File: src/rtl/charge_bar_pkg.sv
package charge_bar_pkg;
  typedef enum logic [1:0] {
    DISP_FLOAT = 2'b00,
    DISP_LOW   = 2'b01,
    DISP_HIGH  = 2'b10,
    DISP_RSVD  = 2'b11
  } disp_mode_e;
endpackage

File: src/rtl/bar_level.sv
module bar_level #(
  parameter int SOC_W    = 8,
  parameter int NUM_SEG  = 4,
  parameter int FULL_PCT = 100
) (
  input  logic [SOC_W-1:0]   soc_i,
  output logic [NUM_SEG-1:0] bar_o
);
  localparam int STEP = FULL_PCT / NUM_SEG;
  localparam logic [SOC_W-1:0] FULL = SOC_W'(FULL_PCT);

  logic [SOC_W-1:0] soc_c;
  assign soc_c = (soc_i > FULL) ? FULL : soc_i;

  for (genvar i = 0; i < NUM_SEG; i++) begin : g_seg
    localparam logic [SOC_W-1:0] TH = SOC_W'(i * STEP);
    assign bar_o[i] = soc_c > TH;
  end


  always_comb begin
    bar_thermo_chk: assert (((bar_o + 1'b1) & bar_o) == '0);
  end
endmodule

File: src/rtl/oneshot_timer.sv
module oneshot_timer #(
  parameter int HOLD_TICKS = 4
) (
  input  logic clk_i,
  input  logic rst_ni,
  input  logic start_i,
  input  logic cancel_i,
  input  logic tick_i,
  output logic active_o
);
  localparam int CW = $clog2(HOLD_TICKS + 1);
  localparam logic [CW-1:0] LAST = CW'(HOLD_TICKS - 1);

  logic          active_q;
  logic [CW-1:0] cnt_q;

  always_ff @(posedge clk_i or negedge rst_ni) begin
    if (!rst_ni) begin
      active_q <= 1'b0;
      cnt_q    <= '0;
    end else if (cancel_i) begin
      active_q <= 1'b0;
      cnt_q    <= '0;
    end else if (start_i) begin
      active_q <= 1'b1;
      cnt_q    <= '0;
    end else if (active_q && tick_i) begin
      if (cnt_q == LAST) begin
        active_q <= 1'b0;
        cnt_q    <= '0;
      end else begin
        cnt_q <= cnt_q + 1'b1;
      end
    end
  end

  assign active_o = active_q;


  expire_chk: assert property (@(posedge clk_i) disable iff (!rst_ni)
    (active_q && tick_i && cnt_q == LAST && !start_i && !cancel_i) |=> !active_q);

  restart_chk: assert property (@(posedge clk_i) disable iff (!rst_ni)
    (start_i && !cancel_i) |=> (active_q && cnt_q == '0));

  cancel_chk: assert property (@(posedge clk_i) disable iff (!rst_ni)
    cancel_i |=> !active_q);

  cnt_range_chk: assert property (@(posedge clk_i) disable iff (!rst_ni)
    cnt_q <= LAST);

  idle_cnt_chk: assert property (@(posedge clk_i) disable iff (!rst_ni)
    !active_q |-> cnt_q == '0);
endmodule

File: src/rtl/charge_bar_ctrl.sv
module charge_bar_ctrl
  import charge_bar_pkg::*;
#(
  parameter int SOC_W      = 8,
  parameter int CUR_W      = 16,
  parameter int NUM_SEG    = 4,
  parameter int FULL_PCT   = 100,
  parameter int FAST_MA    = 100,
  parameter int HOLD_TICKS = 4
) (
  input  logic                    clk_i,
  input  logic                    rst_ni,
  input  logic [SOC_W-1:0]        soc_i,
  input  logic signed [CUR_W-1:0] current_i,
  input  logic [1:0]              disp_mode_i,
  input  logic                    tick_i,
  output logic [NUM_SEG-1:0]      seg_o
);
  localparam logic signed [CUR_W-1:0] FAST_TH = CUR_W'(FAST_MA);

  disp_mode_e mode;
  logic is_low, is_high, is_float, low_q, start, fast, active, lit;
  logic [NUM_SEG-1:0] bar;

  assign mode     = disp_mode_e'(disp_mode_i);
  assign is_low   = mode == DISP_LOW;
  assign is_float = mode == DISP_FLOAT;
  assign is_high  = (mode == DISP_HIGH) || (mode == DISP_RSVD);
  assign fast     = current_i > FAST_TH;

  always_ff @(posedge clk_i or negedge rst_ni) begin
    if (!rst_ni) low_q <= 1'b0;
    else         low_q <= is_low;
  end

  assign start = is_low && !low_q;

  oneshot_timer #(.HOLD_TICKS(HOLD_TICKS)) u_timer (
    .clk_i   (clk_i),
    .rst_ni  (rst_ni),
    .start_i (start),
    .cancel_i(is_high),
    .tick_i  (tick_i),
    .active_o(active)
  );

  bar_level #(.SOC_W(SOC_W), .NUM_SEG(NUM_SEG), .FULL_PCT(FULL_PCT)) u_bar (
    .soc_i(soc_i),
    .bar_o(bar)
  );

  assign lit   = rst_ni && !is_high && (active || (is_float && fast));
  assign seg_o = lit ? bar : '0;


  high_blank_chk: assert property (@(posedge clk_i) disable iff (!rst_ni)
    is_high |-> seg_o == '0);

  float_slow_chk: assert property (@(posedge clk_i) disable iff (!rst_ni)
    (is_float && !fast && !active) |-> seg_o == '0);

  low_entry_chk: assert property (@(posedge clk_i) disable iff (!rst_ni)
    (start && !is_high) |=> (is_high || seg_o == bar));
endmodule

File: config.mk
export PLATFORM = sky130hd
export DESIGN_NAME = charge_bar_ctrl
export DESIGN_NICKNAME = d
export VERILOG_FILES = /design/src/rtl/charge_bar_pkg.sv /design/src/rtl/bar_level.sv /design/src/rtl/oneshot_timer.sv /design/src/rtl/charge_bar_ctrl.sv
export SDC_FILE = /design/constraint.sdc
export NUM_CORES = 1
export LEC_CHECK = 0
export ABC_CLOCK_PERIOD_IN_PS = 1700
export BUFFER_PORTS_ARGS = -buffer_cell sky130_fd_sc_hd__buf_2
export CORE_AREA = 2 2 39 41
export CTS_BUF_LIST = sky130_fd_sc_hd__clkbuf_4 sky130_fd_sc_hd__clkbuf_8
export DETAILED_ROUTE_END_ITERATION = 16
export DIE_AREA = 0 0 41 43
export GPL_ROUTABILITY_DRIVEN = 1
export GPL_TIMING_DRIVEN = 0
export SKIP_CTS_REPAIR_TIMING = 1
export SLEW_MARGIN = 20
export SYNTH_ARGS = -nofsm -noshare
export SYNTH_HDL_FRONTEND = slang
export SYNTH_SLANG_ARGS = --single-unit
File: constraint.sdc
create_clock -name clk_i -period 1.7 [get_ports clk_i]
set_clock_uncertainty 0.2 [all_clocks]
set_input_delay 0.34 -clock clk_i [delete_from_list [all_inputs] [get_ports clk_i]]
set_output_delay 0.34 -clock clk_i [all_outputs]
set_load 0.01 [all_outputs]
# After elaboration in Yosys (flattened, before gate mapping)
# Index checks and enable logic that the tools add are counted.
# totals
word_cells	37
reg_bits	5
inputBits	29
# classes
addsub	1
magnitude_cmp	6
n_mux	10
eq_ne	4
n_reduce_logical	13
# op_table
operator	count
$gt A16 B8 Y1 const B	1
$gt A8 B7 Y1 const B	2
$mux W3	4
$gt A8 B1 Y1 const B	1
$gt A8 B5 Y1 const B	1
$gt A8 B6 Y1 const B	1
$mux W8	1
$reduce_bool A3 Y1	2
$logic_and A1 B1 Y1	5
$eq A2 B2 Y1 const B	2
$mux W1	4
$mux W4	1
$add A3 B1 Y3 const B	1
$eq A3 B2 Y1 const B	1
$eq A2 B1 Y1 const B	1
$logic_not A1 Y1	2
$logic_not A2 Y1	1
$logic_or A1 B1 Y1	2
$reduce_and A2 Y1	1

# Longest topological paths before layout
# logic_depth
word_depth	6
depth_mapped	5
mapped_depth_nobuf	5

# Cells and area by module
# A second synthesis with hierarchy kept.
# unflattened
hier_cells	48
area_unflattened_um2	415.4
# modules_own_cells
mod	area_each_um2	cells_each	instances	seq_area_each_um2
oneshot_timer	195.2	19	1	100.1
charge_bar_ctrl	156.4	19	1	25.0
bar_level	63.8	10	1	0.0

# Worst setup path after synthesis
# No wires, ideal clock.
# synth_path
path_type	input to output
start	input port current_i[14]
end	output port seg_o[3]
path_buffers	0
cell_stages	4
required_time_ns	1.160
arrival_ns	1.038
slack_ns	0.122
cell_sequence	nor4_2 nand3_1 o221ai_2 nor2_1
# synth_between
elab_chain_len	5
# synth_lines
element	line_no	rtl
start, declared	charge_bar_ctrl.sv:14	input logic signed [CUR_W-1:0] current_i,
$gt A16 B8 Y1	charge_bar_ctrl.sv:29	assign fast = current_i > FAST_TH;
$logic_and A1 B1 Y1	charge_bar_ctrl.sv:52	assign lit = rst_ni && !is_high && (active || (is_float && fast));
$logic_or A1 B1 Y1	charge_bar_ctrl.sv:52	
$logic_and A1 B1 Y1	charge_bar_ctrl.sv:52	
$mux W4	charge_bar_ctrl.sv:53	assign seg_o = lit ? bar : '0;
end, declared	charge_bar_ctrl.sv:17	output logic [NUM_SEG-1:0] seg_o
# Every way passes these cells.

# Final worst setup path
# layout_path
start	register u_timer.active_q, in the netlist u_timer.active_o
end	output port seg_o[0]
# layout_between
elab_chain_len	3
# layout_lines
element	line_no	rtl
start, declared	oneshot_timer.sv:14	logic active_q;
start signal, assigned	oneshot_timer.sv:19	active_q <= 1'b0;
start signal, assigned	oneshot_timer.sv:22	active_q <= 1'b0;
start signal, assigned	oneshot_timer.sv:25	active_q <= 1'b1;
$logic_or A1 B1 Y1	charge_bar_ctrl.sv:52	
$logic_and A1 B1 Y1	charge_bar_ctrl.sv:52	
$mux W4	charge_bar_ctrl.sv:53	
# Every way passes these cells.

==> impl_metrics.csv <==
group,metric,value,unit
detailed_routing,wl_per_cell,10.11,µm
sta,setup_viol,4,
die,num_rows,14,
critical_path,cp_top_family,"flip-flops",
min_path,min_path_type,"input pin to flip-flop",
logic_synthesis,ys.warnings.count,0,
clock_network,numCtsBuffers,3,
sta,fin_ws,-0.09564,ns
cells_and_area,post-route-util,44.12,%
grt,first_global_vias,393,
logic_synthesis,synth-seq-area-share,34.01,%
placed_design,io_buffers,32,
cells_and_area,area_delta_synth_final,65.99,%
run_status,status,"complete, but fails checks",
logic_synthesis,synth_nets,76,
grt,antenna_found_initial,0,
critical_path,end_kind,"output pin",
detailed_routing,via_per_inst,4.720,
placed_design,gp_congestion,0.6961,
detailed_routing,drt_first_pass_iters,2,
die,start_util,26.58,%
logic_synthesis,yosysUniqueCellTypes,16,
critical_path,path_buf_inv,1,
die,coreArea,0.001384,mm²
cells_and_area,diodes,0,
critical_path,path_cells,"nor2_1 -> nand3_1 -> o221ai_2 -> a21oi_1 -> buf_2",
critical_path,startpoint_type,"flip-flop",
grt,grt_pass1_wl,1.469,mm
die,io_pins,33,
logic_synthesis,syn_area,367.9,µm²
clock_network,clock_latency,0.24,ns
clock_network,cts_tree,"built",
critical_path,cp_slowest_cell,"dfrtp_1",
sta,worst_slew_pin_slew,0.2909,ns
sta,finalCritPeriodShare,105.6,%
placed_design,dp_hpwl,800.5,µm
die,die_h,43,µm
clock_network,cts_root_buffer,"clkbuf_4",
cells_and_area,layout_commonest_cell,"buf_2",
critical_path,path_class,"flip-flop to output pin",
critical_path,worstPathMaxFanout,4,
sta,final-max-slew-violation-count,0,
cells_and_area,final_cell_mix,"buf_2 (31), nor2_1 (7), nor3_1 (6), a21oi_1 (6), dfrtp_1 (5)",
power,powerDensity,601.0,mW/mm²
detailed_routing,num_vias,472,
grt,grt_overflow_total,0,
clock_network,htreeDepth,1,
critical_path,cp.arrival,1.26,ns
power,p_leak,0.3132,nW
clock_network,clock_path_buffers,2,
die,die_area,0.001763,mm²
grt,grt_max_degree,7,
critical_path,slowest_delay,0.39,ns
clock_network,numClockSinks,5,
sta,slew-limit-headroom,80.56,%
grt,grt_usage,12.41,%
sta,finalCriticalPeriod,1.796,ns
sta,max_clock_freq,0.5569,GHz
power,vdd_drop_max,329.0,µV
logic_synthesis,syn_area_per_cell,7.997,µm²
cells_and_area,num-nets-final,115,
logic_synthesis,syn-instance-count,46,
cells_and_area,drive_gt1_share,46.43,%
detailed_routing,wl,1.011,mm
sta,rsz0062_at_grt,"true",
flow_run,maxCapViolations,0,
run_status,failed_checks,"negative setup slack",
critical_path,cp.required,1.16,ns
detailed_routing,drc,0,
placed_design,dp_slack,-0.1864,ns
detailed_routing,ant_nets,0,
die,die-width,41,µm
detailed_routing,drt_iter0_drc,5,
logic_synthesis,ys_ff_latch,5,
clock_network,clkTransAtPathRegs,0.05,ns
sta,finalHoldViolCount,0,
-- cell families after synthesis --
family	Yosys count	synth area share, %
AND/OR/NAND/NOR	27	37.75
AO/OA/AOI/OAI	12	22.11
flip-flops	5	34.01
multiplexers	1	2.721
adder cells (fa/ha/maj)	1	3.401
-- per-layer routing --
layer | vias up | GRT usage [%] | share of wire (%)
li1 | 251 | - | -
met1 | 197 | 13.73 | 41
met2 | 24 | 18.75 | 49
met3 | 0 | 3.141 | 9.7
met4 | 0 | 10.00 | 0
met5 | - | 0 | 0
-- flip-flops by register name, summed over array words and instances, names as in the netlist --
register          flops
u_timer.cnt_q         3
low_q                 1
u_timer.active_o      1
-- metrics by stage --
step           hold slack (ns)  power (mW)  instance area (µm²)  TNS (ns)  instances
6_report                0.1331      0.3670                610.6   -0.3590        100
5_1_grt                 0.1399      0.3975                610.6   -0.7631        100
4_1_cts                -0.2968      0.3692                578.1   -0.7948         98
3_5_place_dp          -0.03142      0.2062                548.0   -0.7272         94
3_3_place_gp          -0.03606      0.2051                548.0   -0.6617         94
2_1_floorplan          -0.1556      0.1552                367.9         0         46
-- worst reg2reg max path: cells and delay by family (launching register included) --
| kind | cells | cell delay, ns |
|---|---|---|
| AOI/OAI and AO/OA | 1 | 0.06 |
| adders and majority gates | 1 | 0.24 |
| DFF | 1 | 0.39 |
| and+or+nand+nor | 3 | 0.43 |
-- area by class of cell --
class,count,area [µm²]
repair buffers,34,183.9
flip-flops and latches,5,125.1
clock buffers,4,30.03
fillers,142,773.2
multi-input cells,41,251.5
well taps,16,20.02
-- cell usage after synthesis (all sizes together) --
cell type  number  area [µm²]
a211o           2       17.52
a21oi           6       30.03
a311oi          1       8.760
dfrtp           5       125.1
ha              1       12.51
mux2i           1       10.01
nand2           4       15.01
nand3           2       10.01
nand3b          1       7.510
nor2            7       26.28
nor2b           4       25.02
nor3            6       30.03
nor4            3       25.02
o21ai           2       10.01
o221ai          1       15.01
-- power breakdown --
group | internal [mW] | switching, mW
Clock | 0.105 | 0.0502
Sequential | 0.123 | 0.00245
Combinational | 0.0449 | 0.0413
Total | 0.273 | 0.0940
-- path summary, 6_finish.rpt --
path	to	startpoint	cells past startpoint	slack, ns
setup reg to reg	u_timer.cnt_q[0]	u_timer.cnt_q[0]	5	0.30
setup / recovery	seg_o[0]	u_timer.active_o	5	-0.1
hold reg to reg	u_timer.cnt_q[2]	u_timer.cnt_q[2]	2	0.32
max in group asynchronous	u_timer.cnt_q[2]	rst_ni	2	0.80
hold / removal	u_timer.active_o	disp_mode_i[1]	2	0.13
min in group asynchronous	u_timer.active_o	rst_ni	2	0.30
No activity file was read; power rests on OpenSTA's default activity.
